**config.mk**
```make
export PLATFORM = sky130hd
export DESIGN_NAME = async_exc_arbiter
export DESIGN_NICKNAME = d
export VERILOG_FILES = /design/src/rtl/exc_arb_pkg.sv /design/src/rtl/exc_arb_ctrl.sv /design/src/rtl/exc_arb_dp.sv /design/src/rtl/async_exc_arbiter.sv
export SDC_FILE = /design/constraint.sdc
export NUM_CORES = 1
export LEC_CHECK = 0
export ABC_AREA = 1
export BUFFER_PORTS_ARGS = -buffer_cell sky130_fd_sc_hd__buf_2
export CAP_MARGIN = 0
export CORE_MARGIN = 10
export CORE_UTILIZATION = 45
export CTS_BUF_LIST = sky130_fd_sc_hd__clkbuf_8
export CTS_CLUSTER_SIZE = 24
export DETAILED_ROUTE_END_ITERATION = 7
export PLACE_DENSITY = 0.74
export SYNTH_ARGS = -nofsm -noshare
export SYNTH_HDL_FRONTEND = slang
export SYNTH_HIERARCHICAL = 1
export SYNTH_SLANG_ARGS = --single-unit
```
**constraint.sdc**
```tcl
create_clock -name clk -period 2.43 [get_ports clk]
set_input_delay 0.243 -clock clk [delete_from_list [all_inputs] [get_ports clk]]
set_output_delay 0.243 -clock clk [all_outputs]
set_load 0.02 [all_outputs]
```
**src/rtl/exc_arb_pkg.sv**
```systemverilog
package exc_arb_pkg;
  localparam int FIRST_MASKABLE = 2;
  localparam int NUM_MASKABLE = 6;
  localparam int NUM_CAUSE = FIRST_MASKABLE + NUM_MASKABLE;
  localparam int CAUSE_W = $clog2(NUM_CAUSE);
  localparam int OFF_IDX_W = 4;
  localparam int NUM_OFF = 1 << OFF_IDX_W;
  localparam int PREF_W = 16;
  localparam int OFF_W = 12;

  localparam logic [CAUSE_W-1:0] CAUSE_RESET = 3'd0;
  localparam logic [CAUSE_W-1:0] CAUSE_MCHK  = 3'd1;
  localparam logic [CAUSE_W-1:0] CAUSE_DBG   = 3'd2;
  localparam logic [CAUSE_W-1:0] CAUSE_CRIT  = 3'd3;
  localparam logic [CAUSE_W-1:0] CAUSE_WDOG  = 3'd4;
  localparam logic [CAUSE_W-1:0] CAUSE_EXT   = 3'd5;
  localparam logic [CAUSE_W-1:0] CAUSE_FIT   = 3'd6;
  localparam logic [CAUSE_W-1:0] CAUSE_DEC   = 3'd7;

  typedef struct packed {
    logic                 grant;
    logic [CAUSE_W-1:0]   cause;
    logic [OFF_IDX_W-1:0] offIdx;
  } arbStrobe_t;

  function automatic logic [OFF_IDX_W-1:0] offsetIndex(input logic [CAUSE_W-1:0] c);
    case (c)
      CAUSE_MCHK: return 4'd1;
      CAUSE_DBG:  return 4'd15;
      CAUSE_CRIT: return 4'd0;
      CAUSE_WDOG: return 4'd12;
      CAUSE_EXT:  return 4'd4;
      CAUSE_FIT:  return 4'd11;
      CAUSE_DEC:  return 4'd10;
      default:    return 4'd0;
    endcase
  endfunction
endpackage

```
**src/rtl/exc_arb_ctrl.sv**
```systemverilog
module exc_arb_ctrl
  import exc_arb_pkg::*;
#(
  parameter int NUM_MC = 4
) (
  input  logic                    clk,
  input  logic                    rstN,
  input  logic                    sysRstReq,
  input  logic [NUM_MC-1:0]       mcSrc,
  input  logic [NUM_MASKABLE-1:0] maskReq,
  input  logic [NUM_MASKABLE-1:0] maskEn,
  input  logic [NUM_MASKABLE-1:0] cancelReq,
  input  logic                    recovOk,
  output arbStrobe_t              strobe,
  output logic                    takeOut,
  output logic [CAUSE_W-1:0]      causeOut
);
  logic                    rstPrev;
  logic [NUM_MC-1:0]       mcPrev;
  logic [NUM_MASKABLE-1:0] maskPrev;
  logic [NUM_CAUSE-1:0]    pend, riseVec, eligible, grantVec, clrVec;
  logic [CAUSE_W-1:0]      winCause;
  logic                    anyWin;

  always_comb begin
    riseVec[0] = sysRstReq & ~rstPrev;
    riseVec[1] = |(mcSrc & ~mcPrev);
    riseVec[NUM_CAUSE-1:FIRST_MASKABLE] = maskReq & ~maskPrev;
  end

  for (genvar gi = 0; gi < NUM_CAUSE; gi++) begin : g_elig
    if (gi < FIRST_MASKABLE) begin : g_nmi
      assign eligible[gi] = pend[gi];
    end else begin : g_mask
      assign eligible[gi] = pend[gi] & maskEn[gi-FIRST_MASKABLE] & recovOk;
    end
  end

  always_comb begin
    winCause = '0;
    anyWin = 1'b0;
    for (int i = NUM_CAUSE - 1; i >= 0; i--) begin
      if (eligible[i]) begin
        winCause = CAUSE_W'(i);
        anyWin = 1'b1;
      end
    end
    grantVec = anyWin ? (NUM_CAUSE'(1) << winCause) : '0;
    clrVec = grantVec | {cancelReq, {FIRST_MASKABLE{1'b0}}};
  end

  always_ff @(posedge clk or negedge rstN) begin
    if (!rstN) begin
      rstPrev  <= 1'b0;
      mcPrev   <= '0;
      maskPrev <= '0;
      pend     <= '0;
      takeOut  <= 1'b0;
      causeOut <= '0;
    end else begin
      rstPrev  <= sysRstReq;
      mcPrev   <= mcSrc;
      maskPrev <= maskReq;
      pend     <= (pend & ~clrVec) | riseVec;
      takeOut  <= anyWin;
      if (anyWin) causeOut <= winCause;
    end
  end

  assign strobe = '{grant: anyWin, cause: winCause, offIdx: offsetIndex(winCause)};


  reset_first_chk: assert property (@(posedge clk) disable iff (!rstN)
    pend[0] |=> takeOut && causeOut == CAUSE_RESET);


  mchk_bypass_chk: assert property (@(posedge clk) disable iff (!rstN)
    pend[1] && !pend[0] |=> takeOut && causeOut == CAUSE_MCHK);


  mask_gate_chk: assert property (@(posedge clk) disable iff (!rstN)
    takeOut && causeOut >= CAUSE_DBG |->
      $past(recovOk) && ((($past(maskEn)) >> (causeOut - CAUSE_DBG)) & 6'd1) != 6'd0);


  single_grant_chk: assert property (@(posedge clk) disable iff (!rstN)
    $onehot0(grantVec) && (anyWin == (eligible != '0)));

  for (genvar gk = 0; gk < NUM_MASKABLE; gk++) begin : g_cancel_chk

    cancel_clear_chk: assert property (@(posedge clk) disable iff (!rstN)
      cancelReq[gk] && !riseVec[gk+FIRST_MASKABLE] |=> !pend[gk+FIRST_MASKABLE]);
  end
endmodule

```
**src/rtl/exc_arb_dp.sv**
```systemverilog
module exc_arb_dp
  import exc_arb_pkg::*;
(
  input  logic                 clk,
  input  logic                 rstN,
  input  arbStrobe_t           strobe,
  input  logic                 prefWe,
  input  logic [31:0]          prefData,
  input  logic                 offWe,
  input  logic [OFF_IDX_W-1:0] offSel,
  input  logic [31:0]          offData,
  output logic [31:0]          vecAddr
);
  logic [PREF_W-1:0] prefHi;
  logic [OFF_W-1:0]  offBank [NUM_OFF];
  logic              unusedBits;

  assign unusedBits = ^{prefData[15:0], offData[31:16], offData[3:0]};

  always_ff @(posedge clk or negedge rstN) begin
    if (!rstN) begin
      prefHi <= '0;
      for (int i = 0; i < NUM_OFF; i++) offBank[i] <= '0;
      vecAddr <= '0;
    end else begin
      if (prefWe) prefHi <= prefData[31:16];
      if (offWe) offBank[offSel] <= offData[15:4];
      if (strobe.grant) begin
        if (strobe.cause == CAUSE_RESET) vecAddr <= '0;
        else vecAddr <= {prefHi, offBank[strobe.offIdx], 4'h0};
      end
    end
  end


  addr_hold_chk: assert property (@(posedge clk) disable iff (!rstN)
    !strobe.grant |=> $stable(vecAddr));


  reset_addr_chk: assert property (@(posedge clk) disable iff (!rstN)
    strobe.grant && strobe.cause == CAUSE_RESET |=> vecAddr == 32'h0);
endmodule

```
**src/rtl/async_exc_arbiter.sv**
```systemverilog
module async_exc_arbiter
  import exc_arb_pkg::*;
#(
  parameter int NUM_MC = 4
) (
  input  logic                    clk,
  input  logic                    rstN,
  input  logic                    sysRstReq,
  input  logic [NUM_MC-1:0]       mcSrc,
  input  logic [NUM_MASKABLE-1:0] maskReq,
  input  logic [NUM_MASKABLE-1:0] maskEn,
  input  logic [NUM_MASKABLE-1:0] cancelReq,
  input  logic                    recovOk,
  input  logic                    prefWe,
  input  logic [31:0]             prefData,
  input  logic                    offWe,
  input  logic [OFF_IDX_W-1:0]    offSel,
  input  logic [31:0]             offData,
  output logic                    takeOut,
  output logic [CAUSE_W-1:0]      causeOut,
  output logic [31:0]             vecAddr
);
  arbStrobe_t strobe;

  exc_arb_ctrl #(.NUM_MC(NUM_MC)) u_ctrl (
    .clk(clk), .rstN(rstN), .sysRstReq(sysRstReq), .mcSrc(mcSrc),
    .maskReq(maskReq), .maskEn(maskEn), .cancelReq(cancelReq),
    .recovOk(recovOk), .strobe(strobe), .takeOut(takeOut), .causeOut(causeOut)
  );

  exc_arb_dp u_dp (
    .clk(clk), .rstN(rstN), .strobe(strobe), .prefWe(prefWe),
    .prefData(prefData), .offWe(offWe), .offSel(offSel),
    .offData(offData), .vecAddr(vecAddr)
  );
endmodule

```
Yosys cells after proc, flatten, opt, wreduce, memory -nomap -nowiden
Index checks and enable logic that the tools add are counted.
{"block": "op_classes", "n_addsub": 0, "multipliers": 0, "div": 0, "order_cmp": 3, "n_eq_ne": 6, "shift": 1, "mux": 25, "bitwise_logic": 24, "n_reduce_logical": 3}
{"op": "bitwise mux 192 bit", "n": 1}
{"op": "binary-select mux 12 bit (select 4 bit)", "n": 1}
{"op": "demux 12 bit (select 4 bit)", "n": 1}
{"op": "two-way mux 12 bit", "n": 3}
{"op": "two-way mux 32 bit", "n": 1}
{"op": "two-way mux 3 bit", "n": 8}
{"op": "case mux 4 bit (6 select lines)", "n": 1}
{"op": "bitwise OR 8 bit", "n": 2}
{"op": "AND 1 bit", "n": 13}
{"op": "equality test 3 bit (second input constant)", "n": 4}
{"op": "greater-or-equal comparator 5 bit (second input constant)", "n": 2}
{"op": "NOT 4 -> 5 bit", "n": 2}
{"op": "AND 8 bit", "n": 1}
{"op": "two-way mux 1 bit", "n": 8}
{"op": "two-way mux 8 bit", "n": 1}
{"op": "NOT 8 bit", "n": 1}
{"op": "left shift 1 x 3 -> 8 bit (first input constant)", "n": 1}
{"op": "AND 6 bit", "n": 1}
{"op": "NOT 6 bit", "n": 1}
{"op": "less-than comparator 5 x 1 -> 1 bit (second input constant)", "n": 1}
{"op": "AND 4 bit", "n": 1}
{"op": "NOT 4 bit", "n": 1}
{"op": "OR reduction 4 bit", "n": 1}
{"op": "equality test 3 x 1 -> 1 bit (second input constant)", "n": 1}
{"op": "other kinds (4)", "n": 4}
{"block": "word_totals", "reg_bits": 263, "latchBits": 0, "mem_bits_rw": 0, "mem_bits_ro": 0, "inputBits": 96, "out_inout_bits": 36, "wordCells": 86, "n_memories": 0}

Logic depth before layout (Yosys ltp)
{"block": "logic_depth", "word_depth": 17, "mapped_depth": 22, "ltp_nobuf": 19}

Modules after synthesis
The synthesis kept the hierarchy.
{"mod": "exc_arb_dp", "instances": 1, "cells_per_inst": 1281, "area_per_inst_um2": 10525.1, "seq_area_each_um2": 5905.7}
{"mod": "exc_arb_ctrl", "instances": 1, "cells_per_inst": 126, "area_per_inst_um2": 1079.8, "seq_area_each_um2": 575.6}

Least setup slack after synthesis
OpenSTA, ideal clock, no wires.
{"block": "synth_timing", "path_kind": "reg-to-reg", "start": "register u_ctrl.pend[0]", "end": "register u_dp.vecAddr[10]", "setup_time_ns": 0.117, "arrival_ns": 1.905, "required_ns": 2.313, "setup_slack_ns": 0.408, "path_stages_with_launch": 17, "n_path_buf": 2, "period_less_slack_ns": 2.022, "cell_sequence": "dfrtp_1 -> inv_2 -> nand2_2 -> nor2_2 -> nand2_2 -> inv_2 -> nand3_2 -> nand2_1 -> buf_2 -> buf_2 -> nand3_1 -> nand3_1 -> nand2_1 -> nand2_1 -> nand2_1 -> nand2_1 -> nand2_1"}
{"element": "from (decl)", "line": "exc_arb_ctrl.sv:21", "rtl": "logic [NUM_CAUSE-1:0] pend, riseVec, eligible, grantVec, clrVec;"}
{"element": "from (signal assigned)", "line": "exc_arb_ctrl.sv:64", "rtl": "pend <= (pend & ~clrVec) | riseVec;"}
{"element": "to (signal assigned)", "line": "exc_arb_dp.sv:30", "rtl": "else vecAddr <= {prefHi, offBank[strobe.offIdx], 4'h0};"}
{"element": "to (decl)", "line": "exc_arb_dp.sv:12", "rtl": "output logic [31:0] vecAddr"}

==> summary.md <==
| Metric | Value |
|---|---|
| Status | complete, no violations |
| Synth Cell Area | about 12000 um2 |
| Design Power | 12.05 mW |
| Peak Freq | 415.4 MHz |
| Final setup vio count | 0 |
| Gpl congestion | approximately 0.82 |
| Clk_skew | 0.02433 ns |
| Setup CP Type | flip-flop to flip-flop |
| Design area | 13910 um2 |
| Detailed placement HPWL | between 15000 and 20000 um |
| Min Clock Period, post-route | between 2 and 2.5 ns |
| CP endpoint kind | flip-flop |
| Final Hold Vio Count | 0 |
| Cell depth of the worst hold path | 3 |
| Most numerous cell in the Yosys netlist | nand2_1 |
| Pwr per Cell Area | 866.2 nW/um2 |
| H-tree levels | 2 |
| Async SR Flop Fraction | 100.0% |
| Stages on the worst setup path | 17 |
| VDD IR max | just over 400 uV |
| Seq cells post-synth | roughly 260 |
| CTS tree | yes |
| Initial core utilization | around 46% |
| Router iterations before antenna repair | 5 |
| Count of flip-flops with a built-in enable after synthesis | 0 |
| Synth area leader | dfrtp_1 |
| Top cells by area, synth | dfrtp_1, nand2_1, nand3_1 |
| Die area | roughly 33000 um2 |
| Top cell type's share of synthesized area | 55.85% |
| Clock-pin slew on the worst setup and hold paths | about 0.06 ns |
| Final-report max-slew violation count | 0 |
| Ant. Diodes | 0 |
| Cts bufs inserted | 42 |
| Slowest stage cell, crit path | dfrtp_1 |
| CTS sink count | 259 |
| Final Cycle Share | 99.06% |
| CP max FO | 14 |
| Relative slew margins | 54.62% |
| Pin count of the biggest net entering global routing | 84 |
| Register area share after synthesis | 55.85% |
| Core Util, Final | 55.09% |
| Family with the most delay on the worst path | simple AND/OR/NAND/NOR gates |
| Worst-path cell chain | nand3_1 -> nand2_2 -> nor2_2 -> inv_2 -> nand2_2 -> nand4_1 -> nand2_8 -> inv_8 -> buf_12 -> nand2_1 -> nand3_1 -> nand3_1 -> nand2_1 -> nand2_1 -> nand2_2 -> nand2_1 -> nand2_1 |
| Initial antenna violation count | 0 |
| Most instantiated cells after synthesis | nand2_1, dfrtp_1, nand3_1, o21ai_0, nor2_1 |
| Pleak | 6.902 nW |
| Rows | 58 |
| FILL cells | 2204 |
| Arrival time at the worst endpoint | roughly 2.8 ns |
| Warnings from Yosys | 6 |
| Antenna-violating nets left | 0 |
| RSZ-0062 raised after global routing | true |
| Pre-CTS setup slack | roughly 0.076 ns |
| Vias in the first global route | about 9700 |
| Share of cells above drive strength 1 | between 10% and 20% |
| Clock latency on the worst-skew pair | 0.55 ns |
| Die X | roughly 180 um |
| Drt total wl | around 32000 um |
| DR iter-0 viols | around 950 |
| Max Cap Viol | 0 |
| GRT Resource Usage Total | a little under a fifth |
| FF-to-FF path depth | 17 |
| CP Data Required Time | between 2 and 3 ns |
| Area post-placement | approximately 12000 um2 |
| Net count reported at finish | around 1600 |
| Area of the multi-input gates | around 4400 um2 |
| DRC errors left | 0 |
| Worst-Margin Slew | ~0.68 ns |
| Max clock buf depth | 3 |
| FF-to-FF setup slack | about 0.023 ns |
| Grt ovf | 0 |
| Ys flop type | dfrtp_1 |
| Worst min-delay path class | primary input to flip-flop |
| PortBufs | 91 |
| Register area | around 6500 um2 |
| Die extent in y | roughly 180 um |
| Setup slack after layout | about 0.023 ns |
| Cells after synthesis | 1407 |
| Core area | approximately 25000 um2 |
| Bufs and invs on worst path | 3 |
| Via count | between 10000 and 15000 |
| Vias per Instance | between 5 and 6 |
| Top Ports | about 130 |
| Layout area overhead | 19.89% |
| Mapped Avg Cell Area | between 8 and 9 um2 |
| CP most frequent cell | nand2_1 |
| Post-synth cell types | 28 |
| Clk root buf | clkbuf_8 |
| First-pass GRT wire length | 49590 um |
| Drt wl/cell | about 17 um |
| CP Launch Type | flip-flop |
| Max incr delay on CP | 0.38 ns |
==> registers in the layout, summed over array words and instances, names as in the netlist <==
name	cells
u_ctrl/maskPrev	6
u_ctrl/rstPrev	1
u_ctrl/mcPrev	4
u_dp/offBank	192
u_ctrl/causeOut	3
u_ctrl/takeOut	1
u_dp/prefHi	16
u_dp/vecAddr	28
u_ctrl/pend	8
==> stage by stage <==
step                      setup TNS, ns  std cells  hold slack [ns]
after floorplan                       0       1410         -0.05259
after global placement                0       1771           0.2850
after detailed placement              0       1771           0.2829
after CTS                             0       1880           0.1738
after global routing            -0.9042       1894           0.2308
final                                 0       1894           0.2037
==> layer usage <==
metal	share of wire (%)	up-vias	wire length (um)	global-route usage [%]
met4	2.0	0	628	5.282
li1	-	4765	-	-
met3	7.8	55	2471	4.237
met5	0	-	0	0
met1	44	4798	13820	24.10
met2	47	403	14730	28.93
==> cell families after synthesis <==
group / synth area share, %
AND/OR/NAND/NOR: 27.41
flip-flops: 55.85
AO/OA/AOI/OAI: 9.984
buffers and inverters: 6.728
other: 0.03231
==> cell usage in the layout, fill, tap and decap left out, drive strengths merged <==
cell type and instances:
nand4 2, o21ai 130, o22ai 1, dfrtp 259, a21oi 98, o211ai 1, nor3 1, clkinv 2
clkbuf 59, nand3b 1, nor2 120, inv 88, buf 136, nand3 166, bufinv 1, nand2 461
dlygate4sd3 34, conb 4
==> final cells by class <==
| type | count | share of cell area, % |
|---|---|---|
| Sequential cell | 259 | 46.58 |
| Multi-Input combinational cell | 985 | 31.91 |
| Timing Repair Buffer | 175 | 10.47 |
| Clock buffer | 54 | 5.342 |
| Tap cell | 330 | 2.968 |
| Inverter | 70 | 1.960 |
| Clock inverter | 21 | 0.7734 |
==> worst paths after layout <==
check | start | to
worst max-delay path | u_ctrl/pend[6] | u_dp/vecAddr[15]
worst min-delay path | prefWe | u_dp/prefHi[4]
worst max register to register | u_ctrl/pend[6] | u_dp/vecAddr[15]
worst min register to register | u_ctrl/rstPrev | u_ctrl/pend[0]
max in group asynchronous | rstN | u_dp/offBank[67]
min in group asynchronous | rstN | u_ctrl/pend[4]
==> worst min-delay path: stages <==
cell	delay, ns
buf_2	0.26
nand2_1	0.11
o21ai_0	0.07
==> timing repair <==
| action | in CTS | in global routing |
|---|---|---|
| setup endpoints to repair | 0 | 12 |
| resized for setup | 0 | 30 |
| hold buffers | 34 | 0 |
| buffers inserted | 0 | 6 |
| endpoints found under the hold margin | 112 | 0 |
==> where the power goes <==
group / leakage, nW / total (mW) / switching, mW / internal, mW
Combinational: 3.25 / 2.70 / 1.62 / 1.07
Sequential: 3.15 / 5.61 / 0.446 / 5.16
Clock: 0.506 / 3.75 / 1.66 / 2.09
No activity file was read; power rests on OpenSTA's default activity.
